[src/rtl/vec_intc_pkg.sv]
package vec_intc_pkg;
  // Register word width; one bank per word.
  localparam int DATA_W = 32;

  // Address regions (bits [7:4]) and word selects inside region 0.
  localparam logic [3:0] RGN_CTRL  = 4'h0;
  localparam logic [3:0] RGN_PEND  = 4'h1;
  localparam logic [3:0] RGN_FPEND = 4'h2;
  localparam logic [3:0] RGN_EN    = 4'h4;
  localparam logic [3:0] RGN_MSK   = 4'h5;

  localparam logic [1:0] SEL_VEC  = 2'd0;
  localparam logic [1:0] SEL_PROT = 2'd2;
  localparam logic [1:0] SEL_TRIG = 2'd3;

  typedef enum logic [1:0] {
    TRIG_LVL_LO    = 2'd0,
    TRIG_LVL_HI    = 2'd1,
    TRIG_EDGE_FALL = 2'd2,
    TRIG_EDGE_RISE = 2'd3
  } trig_e;
endpackage

[src/rtl/irqc_ext_trig.sv]
module irqc_ext_trig
  import vec_intc_pkg::*;
(
  input  logic  clk,
  input  logic  rst,
  input  logic  line,
  input  trig_e mode,
  output logic  evt
);
  logic prev_q;

  always_ff @(posedge clk) begin
    if (rst) prev_q <= 1'b0;
    else     prev_q <= line;
  end

  always_comb begin
    case (mode)
      TRIG_LVL_LO:    evt = ~line;
      TRIG_LVL_HI:    evt = line;
      TRIG_EDGE_FALL: evt = prev_q & ~line;
      default:        evt = ~prev_q & line;
    endcase
  end
endmodule

[src/rtl/irqc_pend_bank.sv]
module irqc_pend_bank #(
  parameter int W       = 32,
  parameter bit HAS_EXT = 1'b0
) (
  input  logic         clk,
  input  logic         rst,
  input  logic [W-1:0] lines,
  input  logic [W-1:0] clr,
  input  logic         ext_evt,
  output logic [W-1:0] pend
);
  always_ff @(posedge clk) begin
    if (rst) begin
      pend <= '0;
    end else begin
      pend[0] <= HAS_EXT ? ((pend[0] & ~clr[0]) | ext_evt) : (lines[0] & ~clr[0]);
      for (int i = 1; i < W; i++)
        pend[i] <= lines[i] & ~clr[i];
    end
  end

  generate
    if (HAS_EXT) begin : g_ext_chk

      ext_clear_chk: assert property (@(posedge clk) disable iff (rst)
        (clr[0] && !ext_evt) |=> !pend[0]);

      ext_hold_chk: assert property (@(posedge clk) disable iff (rst)
        (pend[0] && !clr[0]) |=> pend[0]);
    end
    for (genvar i = 1; i < W; i++) begin : g_lvl_chk

      lvl_follow_chk: assert property (@(posedge clk) disable iff (rst)
        (lines[i] && !clr[i]) |=> pend[i]);
    end
  endgenerate
endmodule

[src/rtl/irqc_lowest_pick.sv]
module irqc_lowest_pick #(
  parameter int N  = 96,
  localparam int IW = $clog2(N)
) (
  input  logic [N-1:0]  req,
  output logic          found,
  output logic [IW-1:0] idx
);
  always_comb begin
    found = 1'b0;
    idx   = '0;
    for (int i = N - 1; i >= 0; i--) begin
      if (req[i]) begin
        found = 1'b1;
        idx   = IW'(i);
      end
    end
  end
endmodule

[src/rtl/vec_intc.sv]
module vec_intc
  import vec_intc_pkg::*;
#(
  parameter int NUM_BANKS = 3,
  parameter int ADDR_W    = 8
) (
  input  logic                      clk,
  input  logic                      rst,
  input  logic [NUM_BANKS*DATA_W-1:0] irq_src,
  input  logic                      bus_wr,
  input  logic [ADDR_W-1:0]         bus_addr,
  input  logic [DATA_W-1:0]         bus_wdata,
  output logic [DATA_W-1:0]         bus_rdata,
  output logic                      irq_out
);
  localparam int NSRC = NUM_BANKS * DATA_W;
  localparam int IW   = $clog2(NSRC);

  // Address decode: region in [7:4], bank/word in [3:2], [1:0] must be 0.
  logic [3:0] rgn;
  logic [1:0] bsel;
  logic       map_ok, bank_ok;
  assign rgn     = bus_addr[7:4];
  assign bsel    = bus_addr[3:2];
  assign map_ok  = ((bus_addr >> 8) == '0) && (bus_addr[1:0] == 2'b00);
  assign bank_ok = map_ok && (int'(bsel) < NUM_BANKS);

  logic [DATA_W-1:0] pend_q  [NUM_BANKS];
  logic [DATA_W-1:0] fpend_q [NUM_BANKS];
  logic [DATA_W-1:0] en_q    [NUM_BANKS];
  logic [DATA_W-1:0] msk_q   [NUM_BANKS];
  logic [NSRC-1:0]   pend_flat, en_flat, msk_flat, active;
  logic              prot_q;
  trig_e             trig_q;
  logic              ext_evt;

  // Control storage
  always_ff @(posedge clk) begin
    if (rst) begin
      prot_q <= 1'b0;
      trig_q <= TRIG_LVL_LO;
    end else if (bus_wr && map_ok && rgn == RGN_CTRL) begin
      if (bsel == SEL_PROT) prot_q <= bus_wdata[0];
      if (bsel == SEL_TRIG) trig_q <= trig_e'(bus_wdata[1:0]);
    end
  end

  irqc_ext_trig u_ext (
    .clk  (clk),
    .rst  (rst),
    .line (irq_src[0]),
    .mode (trig_q),
    .evt  (ext_evt)
  );

  generate
    for (genvar b = 0; b < NUM_BANKS; b++) begin : g_bank
      logic hit;
      logic [DATA_W-1:0] clr;
      assign hit = bus_wr && bank_ok && (int'(bsel) == b);
      assign clr = (hit && rgn == RGN_PEND) ? bus_wdata : '0;

      irqc_pend_bank #(.W(DATA_W), .HAS_EXT(b == 0)) u_pend (
        .clk     (clk),
        .rst     (rst),
        .lines   (irq_src[b*DATA_W +: DATA_W]),
        .clr     (clr),
        .ext_evt (ext_evt),
        .pend    (pend_q[b])
      );

      always_ff @(posedge clk) begin
        if (rst) begin
          fpend_q[b] <= '0;
          en_q[b]    <= '0;
          msk_q[b]   <= '0;
        end else if (hit) begin
          if (rgn == RGN_FPEND) fpend_q[b] <= bus_wdata;
          if (rgn == RGN_EN)    en_q[b]    <= bus_wdata;
          if (rgn == RGN_MSK)   msk_q[b]   <= bus_wdata;
        end
      end

      assign pend_flat[b*DATA_W +: DATA_W] = pend_q[b];
      assign en_flat[b*DATA_W +: DATA_W]   = en_q[b];
      assign msk_flat[b*DATA_W +: DATA_W]  = msk_q[b];
    end
  endgenerate

  assign active = pend_flat & en_flat & ~msk_flat;

  logic          found;
  logic [IW-1:0] pick_idx;
  irqc_lowest_pick #(.N(NSRC)) u_pick (
    .req   (active),
    .found (found),
    .idx   (pick_idx)
  );

  always_ff @(posedge clk) begin
    if (rst) irq_out <= 1'b0;
    else     irq_out <= found;
  end

  // Registered read mux
  logic [DATA_W-1:0] rd_next;
  always_comb begin
    rd_next = '0;
    if (map_ok && rgn == RGN_CTRL) begin
      case (bsel)
        SEL_VEC:  rd_next = found ? (DATA_W'(pick_idx) << 2) : '0;
        SEL_PROT: rd_next = DATA_W'(prot_q);
        SEL_TRIG: rd_next = DATA_W'(trig_q);
        default:  rd_next = '0;
      endcase
    end else if (bank_ok) begin
      case (rgn)
        RGN_PEND:  rd_next = pend_q[bsel];
        RGN_FPEND: rd_next = fpend_q[bsel];
        RGN_EN:    rd_next = en_q[bsel];
        RGN_MSK:   rd_next = msk_q[bsel];
        default:   rd_next = '0;
      endcase
    end
  end

  always_ff @(posedge clk) begin
    if (rst) bus_rdata <= '0;
    else     bus_rdata <= rd_next;
  end

  // Assertions
  logic [NSRC-1:0] below_mask;
  assign below_mask = (NSRC'(1) << pick_idx) - NSRC'(1);


  pick_valid_chk: assert property (@(posedge clk) disable iff (rst)
    found |-> active[pick_idx]);

  pick_lowest_chk: assert property (@(posedge clk) disable iff (rst)
    found |-> ((active & below_mask) == '0));

  en_block_chk: assert property (@(posedge clk) disable iff (rst)
    (en_flat == '0) |=> !irq_out);

  msk_block_chk: assert property (@(posedge clk) disable iff (rst)
    (&msk_flat) |=> !irq_out);

  vec_fmt_chk: assert property (@(posedge clk) disable iff (rst)
    (map_ok && rgn == RGN_CTRL && bsel == SEL_VEC)
      |=> (bus_rdata[1:0] == 2'b00 && (bus_rdata >> 9) == '0));

  ext_rise_chk: assert property (@(posedge clk) disable iff (rst)
    (trig_q == TRIG_EDGE_RISE && $rose(irq_src[0])) |=> pend_q[0][0]);
endmodule

[config.mk]
export PLATFORM = sky130hd
export DESIGN_NAME = vec_intc
export DESIGN_NICKNAME = d
export VERILOG_FILES = /design/src/rtl/vec_intc_pkg.sv /design/src/rtl/irqc_ext_trig.sv /design/src/rtl/irqc_pend_bank.sv /design/src/rtl/irqc_lowest_pick.sv /design/src/rtl/vec_intc.sv
export SDC_FILE = /design/constraint.sdc
export NUM_CORES = 1
export LEC_CHECK = 0
export BUFFER_PORTS_ARGS = -buffer_cell sky130_fd_sc_hd__buf_2
export CELL_PAD_IN_SITES_DETAIL_PLACEMENT = 1
export CELL_PAD_IN_SITES_GLOBAL_PLACEMENT = 1
export CORE_MARGIN = 10
export CORE_UTILIZATION = 43
export DETAILED_ROUTE_END_ITERATION = 16
export MAX_ROUTING_LAYER = met4
export PLACE_DENSITY = 0.87
export SYNTH_ARGS = -nofsm -noshare
export SYNTH_HDL_FRONTEND = slang
export SYNTH_SLANG_ARGS = --single-unit
[constraint.sdc]
create_clock -name clk -period 3.01 [get_ports clk]
set_clock_uncertainty 0.1 [all_clocks]
set_input_delay 0.301 -clock clk [delete_from_list [all_inputs] [get_ports clk]]
set_output_delay 0.301 -clock clk [all_outputs]
set_load 0.005 [all_outputs]
# --- Word-level counts from Yosys, hierarchy flattened ---
# Memories as Yosys holds them, arrays and structs flattened.
# Index checks and enable logic that the tools add are counted.
op_classes:
  order_cmp: 2
  mux: 245
  bitwise_logic: 210
  n_eq_ne: 10
  n_reduce_logical: 18
op_table:
  columns: ["op", "n"]
  rows:
  - ["7-bit two-way mux", 96]
  - ["32-bit two-way mux", 16]
  - ["96-bit AND", 2]
  - ["1-bit two-way mux", 128]
  - ["32-bit one-hot mux with 4 select lines", 1]
  - ["1-bit AND", 98]
  - ["1-bit inverter", 98]
  - ["96-bit inverter", 1]
  - ["32-bit binary-select mux with 2-bit select", 1]
  - ["9-bit one-hot mux with 3 select lines", 1]
  - ["1-bit logical AND", 11]
  - ["2-bit equality test (second input constant)", 5]
  - ["1-bit bitwise OR", 10]
  - ["9-bit two-way mux", 1]
  - ["4-bit by 3-bit equality test with 1-bit output (second input constant)", 2]
  - ["2-bit zero test", 4]
  - ["4-bit by 1-bit equality test with 1-bit output (second input constant)", 1]
  - ["4-bit by 2-bit equality test with 1-bit output (second input constant)", 1]
  - ["4-bit zero test", 1]
  - ["2-bit AND reduction", 2]
  - ["3-bit >= comparator (second input constant)", 1]
  - ["2-bit inverter with 3-bit output", 1]
  - ["1-bit one-hot mux with 3 select lines", 1]
  - ["2-bit by 1-bit equality test with 1-bit output (second input constant)", 1]
  - ["2-bit less-than comparator (second input constant)", 1]
word_totals:
  register_bits: 133
  ram_bits: 288
  memories: 3
  word_cells: 496
  in_bits: 139
memory_table:
  columns: ["memory", "words", "width", "read_ports", "rd_clocked_by_memory_dff", "wr", "line", "text"]
  rows:
  - ["en_q", 3, 32, 4, 0, 3, "vec_intc.sv:30", "logic [DATA_W-1:0] en_q [NUM_BANKS];"]
  - ["fpend_q", 3, 32, 1, 0, 3, "vec_intc.sv:29", "logic [DATA_W-1:0] fpend_q [NUM_BANKS];"]
  - ["msk_q", 3, 32, 4, 0, 3, "vec_intc.sv:31", "logic [DATA_W-1:0] msk_q [NUM_BANKS];"]

# --- Depth between registers and ports, before layout ---
# Gate-level depths: netlist of the first run.
# An unclocked memory read counts as a cell.
depth:
  ltp_word: 102
  ltp_mapped: 10
  depth_no_buf: 8

# --- By module ---
# Synthesis of the first run repeated with hierarchy kept, for this count alone.
hier_totals:
  cells_unflattened: 2010
  area_unflattened_um2: 21211.6
by_module_without_submodules:
  columns: ["mod", "cells_per_inst", "area_each_um2", "n_inst", "seq_area_each_um2"]
  rows:
  - ["vec_intc", 1576, 16721.0, 1, 9369.0]
  - ["irqc_pend_bank (g_bank[1].u_pend ...)", 67, 1064.8, 2, 640.6]
  - ["irqc_lowest_pick", 225, 1241.2, 1, 0.0]
  - ["irqc_pend_bank (g_bank[0].u_pend)", 69, 1067.3, 1, 640.6]
  - ["irqc_ext_trig", 6, 52.6, 1, 20.0]

# --- Worst setup path after synthesis of the first run ---
# OpenSTA, ideal clock, no wires.
synth_timing:
  path_kind: "in2reg"
  start: "input bus_addr[7]"
  end: "memory en_q[0][0] (enable)"
  stages: 6
  t_arrival_ns: 2.636
  required_ns: 2.482
  setup_time_ns: 0.428
  path_buffers: 2
  path_slack_ns: -0.154
  cell_sequence: "nor2_1 -> nand2_1 -> or2_1 -> clkbuf_1 -> clkbuf_1 -> o21bai_1"
synth_rtl:
  columns: ["item", "line", "text"]
  rows:
  - ["start: declaration", "vec_intc.sv:11", "input logic [ADDR_W-1:0] bus_addr,"]
  - ["end: declaration", "vec_intc.sv:30", null]

==> metrics.md, run 1 <==
| Metric | Value |
|---|---|
| Outcome | finished clean |
| Area contributors post-synth | edfxtp_1 43%, dfxtp_1 13%, and2_1 8.9%, mux2i_1 6.5%, a21oi_1 4.5% |
| Largest net degree at the start of global routing | 87 |
| Crit end category | flip-flop |
| CTS tree | built |
| Total wire length | 83200 um |
| Routed vias/inst | 6.13 |
| Syn-to-layout area delta | 26.3% |
| Antenna Nets Post-Route | 0 |
| First-pass GRT wire length | 122000 um |
| CTS clock-pin slew for the worst setup and hold paths | 0.07 ns |
| Final worst-path cycle share | 84.4% |
| CP Launch Type | flip-flop |
| Fin nets | 2400 |
| DRC Markers | 0 |
| Postcts setup bufs | 0 |
| Worst endpoint required time | 3.40 ns |
| Final RePlAce weighted congestion | 0.977 |
| VDD IR max | 0.000387 V |
| Core area | 0.0467 mm2 |
| Root buf cell | clkbuf_16 |
| Reg2reg setup slack | 0.47 ns |
| Leak | 10.4 nW |
| Synth Warn # | 0 |
| Finished Layout Cells | 2908 |
| Worst r2r dst | bus_rdata[2] |
| Post-DP HPWL | 52100 um |
| Cts hold-fix bufs | 188 |
| Commonest non-fill, non-tap cells in the layout | 289 x and2_1, 288 x edfxtp_1, 188 x dlygate4sd3_1 |
| Syn Nets | 2058 |
| Mean Syn Cell Area | 10.6 um2 |
| Drt initial violations | 1877 |
| RR Startpoint | en_q[0][23] |
| GRT Util Overall | 29.4% |
| Final number of hold-violating endpoints | 0 |
| Share of cells above drive strength 1 | 15.9% |
| Worst slew margin | 22.4% |
| Endpoints failing setup | 0 |
| DIE AREA | 0.0564 mm2 |
| Worst reg-to-reg path cell count | 8 |
| CTS buffer count | 47 |
| Async set-reset flop share out of synthesis | 0% |
| Wire per inst | 28.6 um |
| Clock Latency Late Sink | 0.61 ns |
| Pwr Total | 14.1 mW |
| Hold_sp | bus_wdata[19] |
| Synth Cell Area | 0.0203 mm2 |
| Vias in the first global route | 19100 |
| Crit path from | en_q[0][23] |
| Clock buffer depth | 3 |
| Most common cell after layout, fill and taps aside | and2_1 |
| Cell count after placement | 2631 |
| Count of TritonRoute iterations in the first routing pass | 5 |
| CP Class | reg2reg |
| Synth unique cells | 76 |
| Die X-Extent | 237 um |
| Initial antenna violation count | 1 |
| Unrepaired setup endpoints after global routing | no |
| Sequential area share after synthesis | 55.6% |
| Seq cells post-synth | 421 |
| Syn Inst Count | 1919 |
| Hold path depth | 2 |
| Main synth FF type | edfxtp_1 |
| Worst hold-check path type | in2reg |
| H-tree depth | 2 |
| Clock Sinks | 421 |
| Die Y | 237 um |
| Final instance area | 0.0257 mm2 |
| Post-synth EDFFs | 288 |
| I/O pin cnt | 172 |
| Fmax | 394 MHz |
| Area share of the largest cell type after synthesis | 42.5% |
| Slew @ Worst Pin | 1.16 ns |
| Synth area leader | edfxtp_1 |
| Worst Path Arrival | 2.93 ns |
| Power per Cell Area | 549 mW/mm2 |
| Fin Hold WS | 0.0265 ns |
| Max Cap Violations | 0 |
| Max-slew violation count | 0 |
| Dpl cell area | 0.0222 mm2 |
| Worst Hold End | fpend_q[2][19] |
| CP max FO | 5 |
| Fin crit period | 2.54 ns |
| Num rows | 79 |
| Vias | 17800 |
| Post-cts resize count | 0 |
| # port buffers | 171 |
| Initial Utilization | 43.6% |
| Remaining Overflow, GRT | 0 |
==> metal layers <==
metal / vias up / routed length (um) / share of wire (%) / global-route usage [%]
li1: 7551 / - / - / -
met1: 8935 / 31000 / 37 / 33.3
met2: 1050 / 40900 / 49 / 49.5
met3: 281 / 7090 / 8.5 / 5.50
met4: 0 / 4250 / 5.1 / 14.6
met5: - / 0 / 0 / -
==> worst max path at each step <==
| stage | slack, ns | endpoint |
|---|---|---|
| 6_report | 0.47 | bus_rdata[2] |
| 5_1_grt | 0.42 | bus_rdata[2] |
| 4_1_cts | 0.53 | bus_rdata[4] |
| 3_5_place_dp | 0.53 | bus_rdata[5] |
| 3_3_place_gp | 0.56 | bus_rdata[4] |
| 2_1_floorplan | -0.15 | en_q[0][0] |
==> per-stage QoR <==
stage | TNS, ns | util [%] | setup WS (ns)
global placement | 0 | 47.7 | 0.555
detailed placement | 0 | 47.7 | 0.532
global route | 0 | 55.0 | 0.423
CTS | 0 | 55.0 | 0.526
floorplan | -18.10 | - | -0.154
finish | 0 | 55.0 | 0.469
==> Yosys cell counts, types with 2 or more instances <==
library cell	instances
a221oi_1	30
nand2_1	113
nand3b_1	81
mux2i_1	131
a211o_1	2
buf_1	37
a21oi_1	183
nor4_1	3
nor2_1	130
nand4_1	13
clkbuf_1	76
inv_1	5
nand4b_1	2
a21boi_0	2
o211ai_1	10
o22ai_1	37
o21a_1	2
edfxtp_1	288
a31oi_1	6
nor4_2	3
or3_1	4
nand3b_4	4
o31ai_1	4
a211oi_1	2
buf_2	28
o21ai_1	3
and2_1	289
nor2b_1	7
dfxtp_1	133
and3b_1	15
nand2b_1	99
nand3_1	17
nor3_1	23
o21ai_0	84
o211a_1	2
o21bai_1	11
==> final cells by class <==
cell class	count	area [um2]
fillers	4970	21000
multi-input cells	1351	8600
diodes	1	2.50
inverters	5	18.8
clock buffers	67	1310
repair buffers	435	3440
clock inverters	21	224
well taps	607	759
flip-flops and latches	421	11300
==> worst max-delay path, cell delays in order, from the launching register on <==
cell	delay, ns
edfxtp_1	0.40
nand3b_1	0.28
nand4_1	0.25
nor3_1	0.44
and4_1	0.34
and4bb_4	0.29
nor3b_1	0.07
a21boi_0	0.21
nor2_1	0.06
==> sequential cells by signal (all words and copies together), names as in the netlist <==
| register | cells |
|---|---|
| msk_q | 96 |
| prot_q | 1 |
| bus_rdata | 32 |
| u_ext.prev_q | 1 |
| fpend_q | 96 |
| trig_q | 2 |
| irq_out | 1 |
| en_q | 96 |
| g_bank.u_pend.pend | 96 |
==> where the power goes <==
group	internal (mW)	total [mW]	leakage [nW]	switching, mW
registers	6.45	6.64	3.83	0.190
logic	0.634	1.52	5.81	0.886
clock network	3.39	5.93	0.748	2.54
==> logic make-up after synthesis <==
| family | after synthesis | synth area share (%) |
|---|---|---|
| flops | 421 | 55.6 |
| compound gates | 391 | 11.2 |
| buf+inv | 147 | 2.91 |
| simple gates | 826 | 23.7 |
| mux | 132 | 6.51 |
| xor+xnor | 2 | 0.0862 |
Note: power is estimated with default switching activity, not from simulation.
==> inputs of run 2 (changes only) <==
clock period = 2.2 ns   (was 3.01 ns; I/O delays follow)
==> run 2 against run 1 <==
  * The run now ends with negative setup slack left
  * Largest power group unchanged
  * Largest cell class unchanged
  * Final cell count grew 4.4%
  * Combinational power grew 57%
  * Worst setup slack lost 0.53 ns
  * Cell area grew 5.6%
  * Critical path depth shrank 1
  * Sequential power grew 37%
  * Register-to-register slack lost 0.53 ns
==> metrics.md, run 2 (synthesized netlist as in run 1, its figures left out) <==
| Metric | Value |
|---|---|
| Max Cap Violations | 0 (unchanged) |
| Dpl ws | -0.329 ns (was 0.532 ns) |
| DRC Markers | 0 (unchanged) |
| Largest net degree at the start of global routing | 102 (was 87) |
| # fillers | 4936 (was 4970) |
| CTS buffer count | 48 (was 47) |
| Antenna Nets Post-Route | 0 (unchanged) |
| Worst Path Arrival | 2.67 ns (was 2.93 ns) |
| Power per Cell Area | 724 mW/mm2 (was 549 mW/mm2) |
| Slowest-stage cell, CP | or4_4 (was nor3_1) |
| Crit path max-delay family | simple AND/OR/NAND/NOR gates (unchanged) |
| Max-slew violation count | 0 (unchanged) |
| Routed vias/inst | 6.04 (was 6.13) |
| Slew @ Worst Pin | 0.781 ns (was 1.16 ns) |
| Worst slew margin | 47.4% (was 22.4%) |
| CP Class | reg2reg (unchanged) |
| Hold path depth | 2 (unchanged) |
| GR peak layer | met2 (unchanged) |
| Finished Layout Cells | 3037 (was 2908) |
| Num rows | 79 (unchanged) |
| Initial Utilization | 43.6% (unchanged) |
| Share of cells above drive strength 1 | 20.1% (was 15.9%) |
| Die X-Extent | 237 um (unchanged) |
| Leak | 11.1 nW (was 10.4 nW) |
| I/O pin cnt | 172 (unchanged) |
| M3 GR Usage | 4.73% (was 5.50%) |
| Endpoints failing setup | 5 (was 0) |
| Commonest non-fill, non-tap cells in the layout | 289 x and2_1, 288 x edfxtp_1, 220 x dlygate4sd3_1 (was 289 x and2_1, 288 x edfxtp_1, 188 x dlygate4sd3_1) |
| Reg2reg setup slack | -0.06 ns (was 0.47 ns) |
| Fin nets | 2530 (was 2400) |
| Crit end category | flip-flop (unchanged) |
| Hold_sp | bus_wdata[15] (was bus_wdata[19]) |
| Unrepaired setup endpoints after global routing | yes (was no) |
| Worst Path Buf+Inv | 0 (unchanged) |
| Wire per inst | 28.8 um (was 28.6 um) |
| Clock Latency Late Sink | 0.60 ns (was 0.61 ns) |
| Worst endpoint required time | 2.61 ns (was 3.40 ns) |
| Cell count after placement | 2711 (was 2631) |
| CTS tree | built (unchanged) |
| CP Launch Type | flip-flop (unchanged) |
| Failing checks | negative setup slack |
| H-tree depth | 2 (unchanged) |
| CP cell instances | nand3b_1 -> nand4_1 -> nor3_2 -> and4b_4 -> and4bb_4 -> or4_4 -> o31ai_2 (was nand3b_1 -> nand4_1 -> nor3_1 -> and4_1 -> and4bb_4 -> nor3b_1 -> a21boi_0 -> nor2_1) |
| Setup ws final | -0.0576 ns (was 0.469 ns) |
| Total wire length | 87500 um (was 83200 um) |
| Vias in the first global route | 20000 (was 19100) |
| Worst hold-check path type | in2reg (unchanged) |
| Count of TritonRoute iterations in the first routing pass | 5 (unchanged) |
| CTS clock-pin slew for the worst setup and hold paths | 0.07 ns (about the same) |
| Final RePlAce weighted congestion | 1.01 (was 0.977) |
| Grt met1 use | 34.6% (was 33.3%) |
| Initial antenna violation count | 1 (unchanged) |
| Levels on crit path | 7 (was 8) |
| Die Y | 237 um (unchanged) |
| Clock Sinks | 421 (unchanged) |
| GRT Util Overall | 31.1% (was 29.4%) |
| Core area | 0.0467 mm2 (unchanged) |
| Most common cell after layout, fill and taps aside | and2_1 (unchanged) |
| Clock buffer depth | 3 (unchanged) |
| Vias | 18400 (was 17800) |
| CP max FO | 4 (was 5) |
| Outcome | complete, but fails checks (was finished clean) |
| Fin crit period | 2.26 ns (was 2.54 ns) |
| Max incr delay on CP | 0.43 ns (was 0.44 ns) |
| Worst Hold End | en_q[2][15] (was fpend_q[2][19]) |
| RR Startpoint | msk_q[2][6] (was en_q[0][23]) |
| Worst reg-to-reg path cell count | 7 (was 8) |
| First-pass GRT wire length | 128000 um (was 122000 um) |
| Final number of hold-violating endpoints | 0 (unchanged) |
| Worst r2r dst | bus_rdata[6] (was bus_rdata[2]) |
| Post-DP HPWL | 54300 um (was 52100 um) |
| Syn-to-layout area delta | 33.3% (was 26.3%) |
| # port buffers | 171 (unchanged) |
| Fmax | 443 MHz (was 394 MHz) |
| Drt initial violations | 1898 (was 1877) |
| Root buf cell | clkbuf_16 (unchanged) |
| Final worst-path cycle share | 103% (was 84.4%) |
| DIE AREA | 0.0564 mm2 (unchanged) |
| VDD IR max | 0.000566 V (was 0.000387 V) |
| Met2 Resource Use GR | 53.3% (was 49.5%) |
| Remaining Overflow, GRT | 0 (unchanged) |
[run 2: cell types whose count changed in the layout (fill, tap and decap cells not counted), sizes merged]
cell,before,now
dlygate4sd3,188,220
buf,247,344
bufinv,4,2
inv,6,8
clkinvlp,2,1
clkbuf,67,68
[run 2: layer usage]
| metal | up-vias | wire, um |
|---|---|---|
| met1 | 9197 | 32100 |
| met5 | - | 0 |
| met3 | 310 | 6810 |
| met4 | 0 | 5010 |
| li1 | 7813 | - |
| met2 | 1030 | 43600 |
[run 2: how the worst max path moves through the flow]
stage / start / end / slack [ns]
2_1_floorplan: bus_addr[7] / en_q[0][0] / -0.24
3_3_place_gp: en_q[2][25] / bus_rdata[5] / -0.30
3_5_place_dp: en_q[2][25] / bus_rdata[5] / -0.33
4_1_cts: msk_q[0][29] / bus_rdata[3] / 0.0007
5_1_grt: en_q[2][24] / bus_rdata[3] / -0.12
6_report: msk_q[2][6] / bus_rdata[6] / -0.06
[run 2: area by class of cell]
cell class	count	area, um2	area share [%]
multi-input combinational	1351	8730	32.2
inverter	5	18.8	0.0693
sequential	421	11300	41.7
clock inverter	20	163	0.600
timing repair buffer	564	4710	17.4
tap	607	759	2.80
antenna	1	2.50	0.00923
clock buffer	68	1410	5.19
[run 2: where the power goes]
group | switching, mW | internal [mW] | leakage [nW]
logic | 1.32 | 1.07 | 6.52
registers | 0.255 | 8.82 | 3.83
clock network | 3.46 | 4.70 | 0.770
total | 5.04 | 14.6 | 11.1
[run 2: stage by stage]
stage          cell area (um2)  hold slack [ns]  total power [mW]  setup TNS (ns)  utilization (%)
3_3_place_gp             23100            0.356              11.0           -1.28             49.4
3_5_place_dp             23100            0.362              11.1           -1.50             49.4
5_1_grt                  27100           0.0445              20.1          -0.538             58.1
4_1_cts                  27000           0.0105              19.4               0             57.8
6_report                 27100           0.0141              19.6          -0.213             58.1
2_1_floorplan            20400            0.248              10.1          -38.20                -
[run 2: timing repair]
action | 4_1_cts | 5_1_grt
setup endpoints to repair | 7 | 7
hold buffers | 220 | 0
resized for setup | 17 | 18
pin swaps | 14 | 7
setup buffers | 10 | 7
endpoints found under the hold margin | 336 | 0
[run 2: worst register-to-register path, delay by kind of cell (launching register included)]
kind | cells | cell delay [ns]
AND/OR/NAND/NOR | 6 | 1.50
flip-flops | 1 | 0.39
AO/OA/AOI/OAI | 1 | 0.18
